--- src/rtl/rfp_dma_pkg.sv ---
// Shared types for the register-file-pointer DMA channel.
// Assumes: one byte moved per request; the sequencer steps through these states in order.
package rfp_dma_pkg;

    typedef enum logic [3:0] {
        ST_IDLE,
        ST_CNT_H,
        ST_CNT_L,
        ST_ADR_H,
        ST_ADR_L,
        ST_XFER,
        ST_WB_AH,
        ST_WB_AL,
        ST_WB_CH,
        ST_WB_CL,
        ST_ACK
    } dma_state_e;

endpackage

--- src/rtl/rfp_dma_fsm.sv ---
// Transfer sequencer: walks fetch, move, write-back and acknowledge.
// Assumes: rf_mode_i is valid in every state (the top supplies it live in IDLE and latched after);
// cnt_zero_i is only looked at in ST_CNT_L.
module rfp_dma_fsm
    import rfp_dma_pkg::*;
(
    input  logic       clk,
    input  logic       rst_n,
    input  logic       req_i,
    input  logic       rf_mode_i,
    input  logic       cnt_zero_i,
    output dma_state_e state_o
);

    dma_state_e state_q, state_d;

    // Next-state selection for one transfer.
    always_comb begin
        state_d = state_q;
        unique case (state_q)
            ST_IDLE:  if (req_i) state_d = rf_mode_i ? ST_CNT_L : ST_CNT_H;
            ST_CNT_H: state_d = ST_CNT_L;
            ST_CNT_L: begin
                if (cnt_zero_i)     state_d = ST_IDLE;
                else if (rf_mode_i) state_d = ST_ADR_L;
                else                state_d = ST_ADR_H;
            end
            ST_ADR_H: state_d = ST_ADR_L;
            ST_ADR_L: state_d = ST_XFER;
            ST_XFER:  state_d = rf_mode_i ? ST_WB_AL : ST_WB_AH;
            ST_WB_AH: state_d = ST_WB_AL;
            ST_WB_AL: state_d = rf_mode_i ? ST_WB_CL : ST_WB_CH;
            ST_WB_CH: state_d = ST_WB_CL;
            ST_WB_CL: state_d = ST_ACK;
            ST_ACK:   state_d = ST_IDLE;
            default:  state_d = ST_IDLE;
        endcase
    end

    // State register with synchronous reset.
    always_ff @(posedge clk) begin
        if (!rst_n) state_q <= ST_IDLE;
        else        state_q <= state_d;
    end

    assign state_o = state_q;

endmodule

--- src/rtl/rfp_dma_calc.sv ---
// Post-transfer arithmetic: address increment and count decrement.
// Assumes: in register-file mode the address is DW bits wide and the upper byte is zero.
module rfp_dma_calc #(
    parameter int DW = 8
) (
    input  logic            rf_mode_i,
    input  logic [2*DW-1:0] adr_i,
    input  logic [2*DW-1:0] cnt_i,
    output logic [2*DW-1:0] adr_nxt_o,
    output logic [2*DW-1:0] cnt_nxt_o,
    output logic            cnt_nxt_zero_o
);

    localparam int WW = 2 * DW;

    logic [WW-1:0] adr_inc_wide;
    logic [DW-1:0] adr_inc_byte;

    // Both increment widths; the mode picks the wrap point.
    always_comb begin
        adr_inc_wide = adr_i + WW'(1);
        adr_inc_byte = adr_i[DW-1:0] + DW'(1);
        adr_nxt_o    = rf_mode_i ? {{DW{1'b0}}, adr_inc_byte} : adr_inc_wide;
    end

    // Count decrement and end-of-block detection.
    always_comb begin
        cnt_nxt_o      = cnt_i - WW'(1);
        cnt_nxt_zero_o = (cnt_nxt_o == '0);
    end

endmodule

--- src/rtl/rfp_dma_eob.sv ---
// Sticky end-of-block flag.
// Assumes: a set in the same cycle as a clear takes priority, so no event is lost.
module rfp_dma_eob (
    input  logic clk,
    input  logic rst_n,
    input  logic set_i,
    input  logic clr_i,
    output logic flag_o
);

    // Set on the final transfer, hold until cleared.
    always_ff @(posedge clk) begin
        if (!rst_n)     flag_o <= 1'b0;
        else if (set_i) flag_o <= 1'b1;
        else if (clr_i) flag_o <= 1'b0;
    end

endmodule

--- src/rtl/rfp_dma_channel.sv ---
// Register-file-pointer DMA channel top.
// Fetches the address and count through pointer registers, moves one byte, writes both back,
// then acknowledges. Assumes the register file and memory answer reads combinationally and
// take writes at the clock edge. The pointers and direction are latched when a request is accepted.
module rfp_dma_channel
    import rfp_dma_pkg::*;
#(
    parameter int DW = 8
) (
    input  logic            clk,
    input  logic            rst_n,
    input  logic            req_i,
    output logic            ack_o,
    input  logic            dir_i,
    input  logic [DW-1:0]   per_wdata_i,
    output logic [DW-1:0]   per_rdata_o,
    output logic            per_we_o,
    input  logic [DW-1:0]   cnt_ptr_i,
    input  logic [DW-1:0]   adr_ptr_i,
    output logic [DW-1:0]   rf_addr_o,
    input  logic [DW-1:0]   rf_rdata_i,
    output logic            rf_we_o,
    output logic [DW-1:0]   rf_wdata_o,
    output logic [2*DW-1:0] mem_addr_o,
    input  logic [DW-1:0]   mem_rdata_i,
    output logic            mem_re_o,
    output logic            mem_we_o,
    output logic [DW-1:0]   mem_wdata_o,
    output logic            eob_o,
    input  logic            eob_clr_i
);

    localparam int WW = 2 * DW;
    localparam int PW = DW - 1;

    dma_state_e    state;
    logic          mode_q, dir_q;
    logic [PW-1:0] cbase_q, abase_q;
    logic [WW-1:0] cnt_q, adr_q;
    logic [DW-1:0] dbuf_q;
    logic          rf_mode;
    logic          cnt_zero;
    logic [WW-1:0] adr_nxt, cnt_nxt;
    logic          cnt_nxt_zero;
    logic          start;

    assign start   = (state == ST_IDLE) && req_i;
    assign rf_mode = (state == ST_IDLE) ? cnt_ptr_i[0] : mode_q;

    // Zero test on the count as it completes in ST_CNT_L.
    always_comb begin
        if (mode_q) cnt_zero = (rf_rdata_i == '0);
        else        cnt_zero = ({cnt_q[WW-1:DW], rf_rdata_i} == '0);
    end

    rfp_dma_fsm u_fsm (
        .clk        (clk),
        .rst_n      (rst_n),
        .req_i      (req_i),
        .rf_mode_i  (rf_mode),
        .cnt_zero_i (cnt_zero),
        .state_o    (state)
    );

    rfp_dma_calc #(.DW(DW)) u_calc (
        .rf_mode_i      (mode_q),
        .adr_i          (adr_q),
        .cnt_i          (cnt_q),
        .adr_nxt_o      (adr_nxt),
        .cnt_nxt_o      (cnt_nxt),
        .cnt_nxt_zero_o (cnt_nxt_zero)
    );

    rfp_dma_eob u_eob (
        .clk    (clk),
        .rst_n  (rst_n),
        .set_i  (ack_o && cnt_nxt_zero),
        .clr_i  (eob_clr_i),
        .flag_o (eob_o)
    );

    // Latch the request context and gather the fetched bytes.
    always_ff @(posedge clk) begin
        if (!rst_n) begin
            mode_q  <= 1'b0;
            dir_q   <= 1'b0;
            cbase_q <= '0;
            abase_q <= '0;
            cnt_q   <= '0;
            adr_q   <= '0;
            dbuf_q  <= '0;
        end else begin
            if (start) begin
                mode_q  <= cnt_ptr_i[0];
                dir_q   <= dir_i;
                cbase_q <= cnt_ptr_i[DW-1:1];
                abase_q <= cnt_ptr_i[0] ? cnt_ptr_i[DW-1:1] : adr_ptr_i[DW-1:1];
                cnt_q   <= '0;
                adr_q   <= '0;
            end
            case (state)
                ST_CNT_H: cnt_q[WW-1:DW] <= rf_rdata_i;
                ST_CNT_L: cnt_q[DW-1:0]  <= rf_rdata_i;
                ST_ADR_H: adr_q[WW-1:DW] <= rf_rdata_i;
                ST_ADR_L: adr_q[DW-1:0]  <= rf_rdata_i;
                ST_XFER:  dbuf_q <= mode_q ? rf_rdata_i : mem_rdata_i;
                default:  ;
            endcase
        end
    end

    // Register-file address per sequencer step.
    always_comb begin
        unique case (state)
            ST_CNT_H, ST_WB_CH: rf_addr_o = {cbase_q, 1'b0};
            ST_CNT_L, ST_WB_CL: rf_addr_o = {cbase_q, 1'b1};
            ST_ADR_H, ST_WB_AH: rf_addr_o = {abase_q, 1'b0};
            ST_ADR_L, ST_WB_AL: rf_addr_o = {abase_q, ~mode_q};
            ST_XFER:            rf_addr_o = adr_q[DW-1:0];
            default:            rf_addr_o = {cbase_q, 1'b1};
        endcase
    end

    // Register-file write enable and data for write-back and peripheral-to-file moves.
    always_comb begin
        rf_we_o    = 1'b0;
        rf_wdata_o = per_wdata_i;
        unique case (state)
            ST_WB_AH: begin rf_we_o = 1'b1; rf_wdata_o = adr_nxt[WW-1:DW]; end
            ST_WB_AL: begin rf_we_o = 1'b1; rf_wdata_o = adr_nxt[DW-1:0];  end
            ST_WB_CH: begin rf_we_o = 1'b1; rf_wdata_o = cnt_nxt[WW-1:DW]; end
            ST_WB_CL: begin rf_we_o = 1'b1; rf_wdata_o = cnt_nxt[DW-1:0];  end
            ST_XFER:  rf_we_o = mode_q && !dir_q;
            default:  ;
        endcase
    end

    // Memory port, active only in the move step of a memory transfer.
    always_comb begin
        mem_addr_o  = adr_q;
        mem_wdata_o = per_wdata_i;
        mem_we_o    = (state == ST_XFER) && !mode_q && !dir_q;
        mem_re_o    = (state == ST_XFER) && !mode_q && dir_q;
    end

    // Peripheral side: acknowledge and load strobe.
    always_comb begin
        ack_o       = (state == ST_ACK);
        per_we_o    = ack_o && dir_q;
        per_rdata_o = dbuf_q;
    end

endmodule

--- config.mk ---
export PLATFORM = sky130hd
export DESIGN_NAME = rfp_dma_channel
export DESIGN_NICKNAME = d
export VERILOG_FILES = /design/src/rtl/rfp_dma_pkg.sv /design/src/rtl/rfp_dma_fsm.sv /design/src/rtl/rfp_dma_calc.sv /design/src/rtl/rfp_dma_eob.sv /design/src/rtl/rfp_dma_channel.sv
export SDC_FILE = /design/constraint.sdc
export NUM_CORES = 1
export LEC_CHECK = 0
export ABC_AREA = 1
export BUFFER_PORTS_ARGS = -buffer_cell sky130_fd_sc_hd__buf_4
export CAP_MARGIN = 40
export CORE_AREA = 10 10 121 123
export DETAILED_ROUTE_END_ITERATION = 8
export DIE_AREA = 0 0 131 133
export PLACE_DENSITY_LB_ADDON = 0.15
export SLEW_MARGIN = 10
export SYNTH_ARGS = -nofsm -noshare
export SYNTH_HDL_FRONTEND = slang
export SYNTH_HIERARCHICAL = 1
export SYNTH_SLANG_ARGS = --single-unit
export TNS_END_PERCENT = 5
--- constraint.sdc ---
create_clock -name clk -period 2.4 [get_ports clk]
set_clock_uncertainty 0.05 [all_clocks]
set_input_delay 0.24 -clock clk [delete_from_list [all_inputs] [get_ports clk]]
set_output_delay 0.24 -clock clk [all_outputs]
set_load 0.02 [all_outputs]
Yosys cells after proc, flatten, opt, wreduce, memory -nomap -nowiden
Index checks and enable logic that the tools add are counted.
{ "totals": {"regBits": 61, "word_cells": 70, "input_bits": 45} }
{ "op_classes": {"n_addsub": 3, "eq_ne": 11, "bitwise": 1, "reduce_logical": 22, "muxes": 22} }
{ "op_table": {"columns": ["cell", "n"], "rows": [
  ["$pmux 8 s4", 2],
  ["$mux 8", 5],
  ["$pmux 4 s10", 1],
  ["$logic_not 16->1", 2],
  ["$mux 16", 2],
  ["$add 16x1->16 const B", 1],
  ["$eq 4x3->1 const B", 4],
  ["$sub 16x1->16 const B", 1],
  ["$eq 4x4->1 const B", 3],
  ["$reduce_bool 2->1", 5],
  ["$add 8x1->8 const B", 1],
  ["$eq 4x2->1 const B", 2],
  ["$logic_not 8->1", 1],
  ["$mux 4", 2],
  ["$logic_and 1x1->1", 7],
  ["$mux 7", 1],
  ["$mux 1", 6],
  ["$reduce_or 2->1", 3],
  ["$eq 4x1->1 const B", 1],
  ["$logic_not 4->1", 1],
  ["$reduce_or 4->1", 1],
  ["$mux 3", 1],
  ["$logic_not 1->1", 2],
  ["$mux 2", 1],
  ["3 further kinds", 3]
]} }

Depth between registers and ports, before layout
{ "depth": {"depth_word": 5, "ltp_mapped": 16, "ltp_nobuf": 16} }

Hierarchy
Netlist, hierarchy kept.
{ "modules_own_cells": {"columns": ["module", "n_inst", "area_per_inst_um2", "cells_each"], "rows": [
  ["rfp_dma_channel", 1, 3025.4, 463],
  ["rfp_dma_calc", 1, 892.1, 165],
  ["rfp_dma_fsm", 1, 244.0, 40],
  ["rfp_dma_eob", 1, 43.8, 6]
]} }

Worst setup path before layout
Ideal clock, no wire load.
{ "synth_path": {"path_type": "register -> output", "from": "register adr_q[1] (netlist: mem_addr_o[1])", "to": "output rf_wdata_o[4]", "t_arrival_ns": 1.874, "path_slack_ns": 0.236, "path_stages_with_launch": 13, "required_time_ns": 2.110, "cell_sequence": "dfxtp_1 ha_1 nand2_2 nor3_4 nand2_2 nor2_4 nand2_2 xor2_1 nor2_1 nand3_1 nand2_1 nor2_1 nand2_1"} }
{ "synth_between": {"elab_chain_len": 3, "elab_cells_between_ends": 4, "classes_between": "2 x add/sub; 2 x mux"} }
{ "synth_rtl": {"columns": ["item", "line", "rtl"], "rows": [
  ["from (decl)", "rfp_dma_channel.sv:39", "logic [WW-1:0] cnt_q, adr_q;"],
  ["from (signal, indexed assignment)", "rfp_dma_channel.sv:104", "ST_ADR_H: adr_q[WW-1:DW] <= rf_rdata_i;"],
  ["from (signal, indexed assignment)", "rfp_dma_channel.sv:105", "ST_ADR_L: adr_q[DW-1:0] <= rf_rdata_i;"],
  ["$add 16x1->16", "rfp_dma_calc.sv:21", "adr_inc_wide = adr_i + WW'(1);"],
  ["$mux 16", "rfp_dma_calc.sv:23", "adr_nxt_o = rf_mode_i ? {{DW{1'b0}}, adr_inc_byte} : adr_inc_wide;"],
  ["named net adr_nxt[12]", "rfp_dma_channel.sv:43", "logic [WW-1:0] adr_nxt, cnt_nxt;"],
  ["$pmux 8 s4", "rfp_dma_channel.sv:128", "unique case (state)"],
  ["to (decl)", "rfp_dma_channel.sv:23", "output logic [DW-1:0] rf_wdata_o,"]
]} }
The timed path passes the listed nets, and every way through them passes these cells.

Final worst setup path
Ends and elaborated chain as after synthesis.

==> metrics <==
Final Hold Viols=0; register area share after synthesis=29.0%; Placer Congestion=0.814; # hold bufs at CTS=0; RSZ-0062 raised after global routing=yes; synth top area cells=dfxtp_1 (29%), nand2_1 (21%), nand3_1 (9.0%); switching portion of total power=45.1%; Mean Syn Cell Area=6.24 um2; M3 GR Usage=3.52%; Pint=3.28 mW; H-tree lvl count=3; WP data required=2.11 ns; busiest layer in global routing=met2; DRT iter0 DRCs=305; vias after detailed routing=4569; Core Box Area=12400 um2; slew margin rel.=65.4%; Pleak=2.53 nW; Yosys warnings=6; crit path cell chain=ha_4 > nand2_4 > nor3_4 > nand2_2 > nor2_4 > nand2_2 > xor2_1 > nor2_1 > nand3_1 > nand2_1 > nor2_1 > nand2_1 > buf_6; nets=820; CTS tree=yes; global-route usage over all layers=15.6%; Via density=4.82; Highest Clock Rate=0.413 GHz; max-slew violations=0; CTS max path bufs=2; io pins=99; Critical Path Sink Type=primary output; Pwr per Cell Area=1080 nW/um2; VDD IR max=456 uV; # DRC=0; share of cells above drive strength 1=25.6%; status=finished with violations; WL final=13800 um; Die Area=17400 um2; number of synthesized flops with an enable pin=0; Setup CP Type=register to primary output; Gate power share=52.2%; top-count cell post-synth=nand2_1; # rows=41; r2r worst-path depth=14; DP Cell Count=928; Cell variety after synth=39; Main synth FF type=dfxtp_1; Sw Pwr=2.69 mW; number of antenna-violating nets in the routed design=0; initial antenna violation count=0; final core utilization=44.5%; Initial Util=34.0%; actual slew at the worst max-slew pin=0.513 ns; Port Buffers=97; Seq pwr share=23.8%; Final Non-Filler Cells=948; Hold WS=0.120 ns; drt pass-1 iters=5; largest net degree at the start of global routing=34; most instantiated cells after synthesis=nand2_1 (240), nand3_1 (76), dfxtp_1 (61); met2 usage=25.9%; antenna diode count=0; routing usage on met1=18.9%; Hold Path Depth=4; Synth top area share=29.0%; syn nets=722; setup violators final=1; Tcrit/Tclk final=101%; Filler cells=1276; synthesis-to-layout area growth=30.9%; area of the mapped netlist=4210 um2; CP max-delay cell=dfxtp_2; hpwl dp=10800 um; Data arrival, critical path=2.13 ns; Die Y=133 um; CP max FO=4; vias in the first global route=4447; setup ws final=-0.0200 ns; root buffer cell=clkbuf_16; first-pass GRT wire length=21800 um; clock insertion delay at the later pin of the skew report=0.33 ns; Yosys reg bits=61; asr flop ratio synth=0%; Synth Instances=674; Worst setup SP type=register; Place WS=0.249 ns; power share of the clock group=24.0%; failing checks=setup timing; post-synth top area cell=dfxtp_1; Sink Count=61; CTS Buf Count=9; Reg clk slew, reported paths=0.05 ns; Hold Crit Class=input port to register; max-cap check violation count=0; Final min period=2.42 ns; crit-path max cell delay=0.35 ns; WL/cell=14.6 um; Die Span X=131 um; grt total ovfl=0
what timing repair did:
item / 4_1_cts / 5_1_grt
buffers inserted: 0 / 5
resized for setup: 3 / 17
endpoints found under the setup margin: 6 / 16
pin swaps: 1 / 11
metal layers:
metal	vias up	part of all wire, %
met5	-	0
met4	0	1.7
met3	17	6.2
met2	136	47
met1	2074	45
li1	2342	-
state kept, by name (all words and copies together), names as in the netlist:
name and cells:
cnt_q 16, mode_q 1, abase_q 7, dir_q 1, u_fsm/state_o 4, mem_addr_o 16, u_eob/flag_o 1, cbase_q 7
per_rdata_o 8
final timing paths:
| kind | start | endpoint | slack [ns] |
|---|---|---|---|
| worst max-delay path | mem_addr_o[1]$_SDFFE_PN0P_ | rf_wdata_o[4] | -0.02 |
| worst min register to register | cbase_q[5]$_SDFFE_PN0P_ | cbase_q[5]$_SDFFE_PN0P_ | 0.42 |
| worst max register to register | cnt_q[0]$_SDFFE_PN0P_ | u_eob/flag_o$_SDFFE_PN0P_ | 0.42 |
| worst min-delay path | eob_clr_i | u_eob/flag_o$_SDFFE_PN0P_ | 0.12 |
per-stage QoR:
step	cell area (um2)	TNS (ns)	power, mW
global placement	5060	0	4.48
detailed placement	5060	0	4.52
finish	5500	-0.0200	5.97
floorplan	4210	0	3.65
global route	5500	-1.03	6.46
CTS	5400	-0.00870	5.97
power by group through the flow:
stage / clock (mW) / combinational [mW] / sequential (mW)
floorplan: 0 / 2.23 / 1.42
global placement: 0 / 3.06 / 1.43
detailed placement: 0 / 3.09 / 1.43
CTS: 1.46 / 3.10 / 1.41
global route: 1.51 / 3.49 / 1.46
finish: 1.43 / 3.12 / 1.42
worst max-delay path: cells and delay by family (launching register included):
family	cells	cell delay (ns)
adder cells (fa/ha/maj)	1	0.16
buffers and inverters	1	0.11
AND/OR/NAND/NOR	10	1.04
XOR/XNOR	1	0.14
flip-flops	1	0.35
placed cells by master, fill, tap and decap left out, types with 2 or more instances in the layout:
master / instances
a21boi_0: 7
a21oi_1: 59
a21oi_2: 5
a31oi_1: 2
buf_4: 112
bufinv_16: 2
clkbuf_16: 9
clkbuf_8: 3
dfxtp_1: 55
dfxtp_2: 6
ha_4: 2
inv_1: 50
inv_2: 7
nand2_1: 240
nand2_2: 10
nand2_4: 6
nand3_1: 76
nand3_2: 4
nand3b_1: 2
nand4_1: 5
nor2_1: 52
nor2_2: 10
nor2_4: 11
nor3_1: 2
nor3b_1: 2
o21a_1: 2
o21ai_0: 9
o21ai_2: 3
xnor2_1: 4
xor2_1: 6
logic make-up after synthesis:
family | after synthesis | share of synthesized area (%)
and+or+nand+nor | 424 | 46.1
buffers and inverters | 87 | 10.1
DFF | 61 | 29.0
xor gates and xnor gates | 10 | 2.08
adders and majority gates | 3 | 0.893
AOI/OAI and AO/OA | 89 | 11.9
final cells by class:
type	count	area [um2]	share of cell area [%]
Inverter	60	231	4.21
Tap cell	172	215	3.91
Timing Repair Buffer	114	872	15.8
Clock buffer	12	267	4.84
Multi-Input combinational cell	526	2620	47.6
Sequential cell	61	1230	22.3
Clock inverter	3	67.6	1.23
Power figures use the tool's default switching activity.
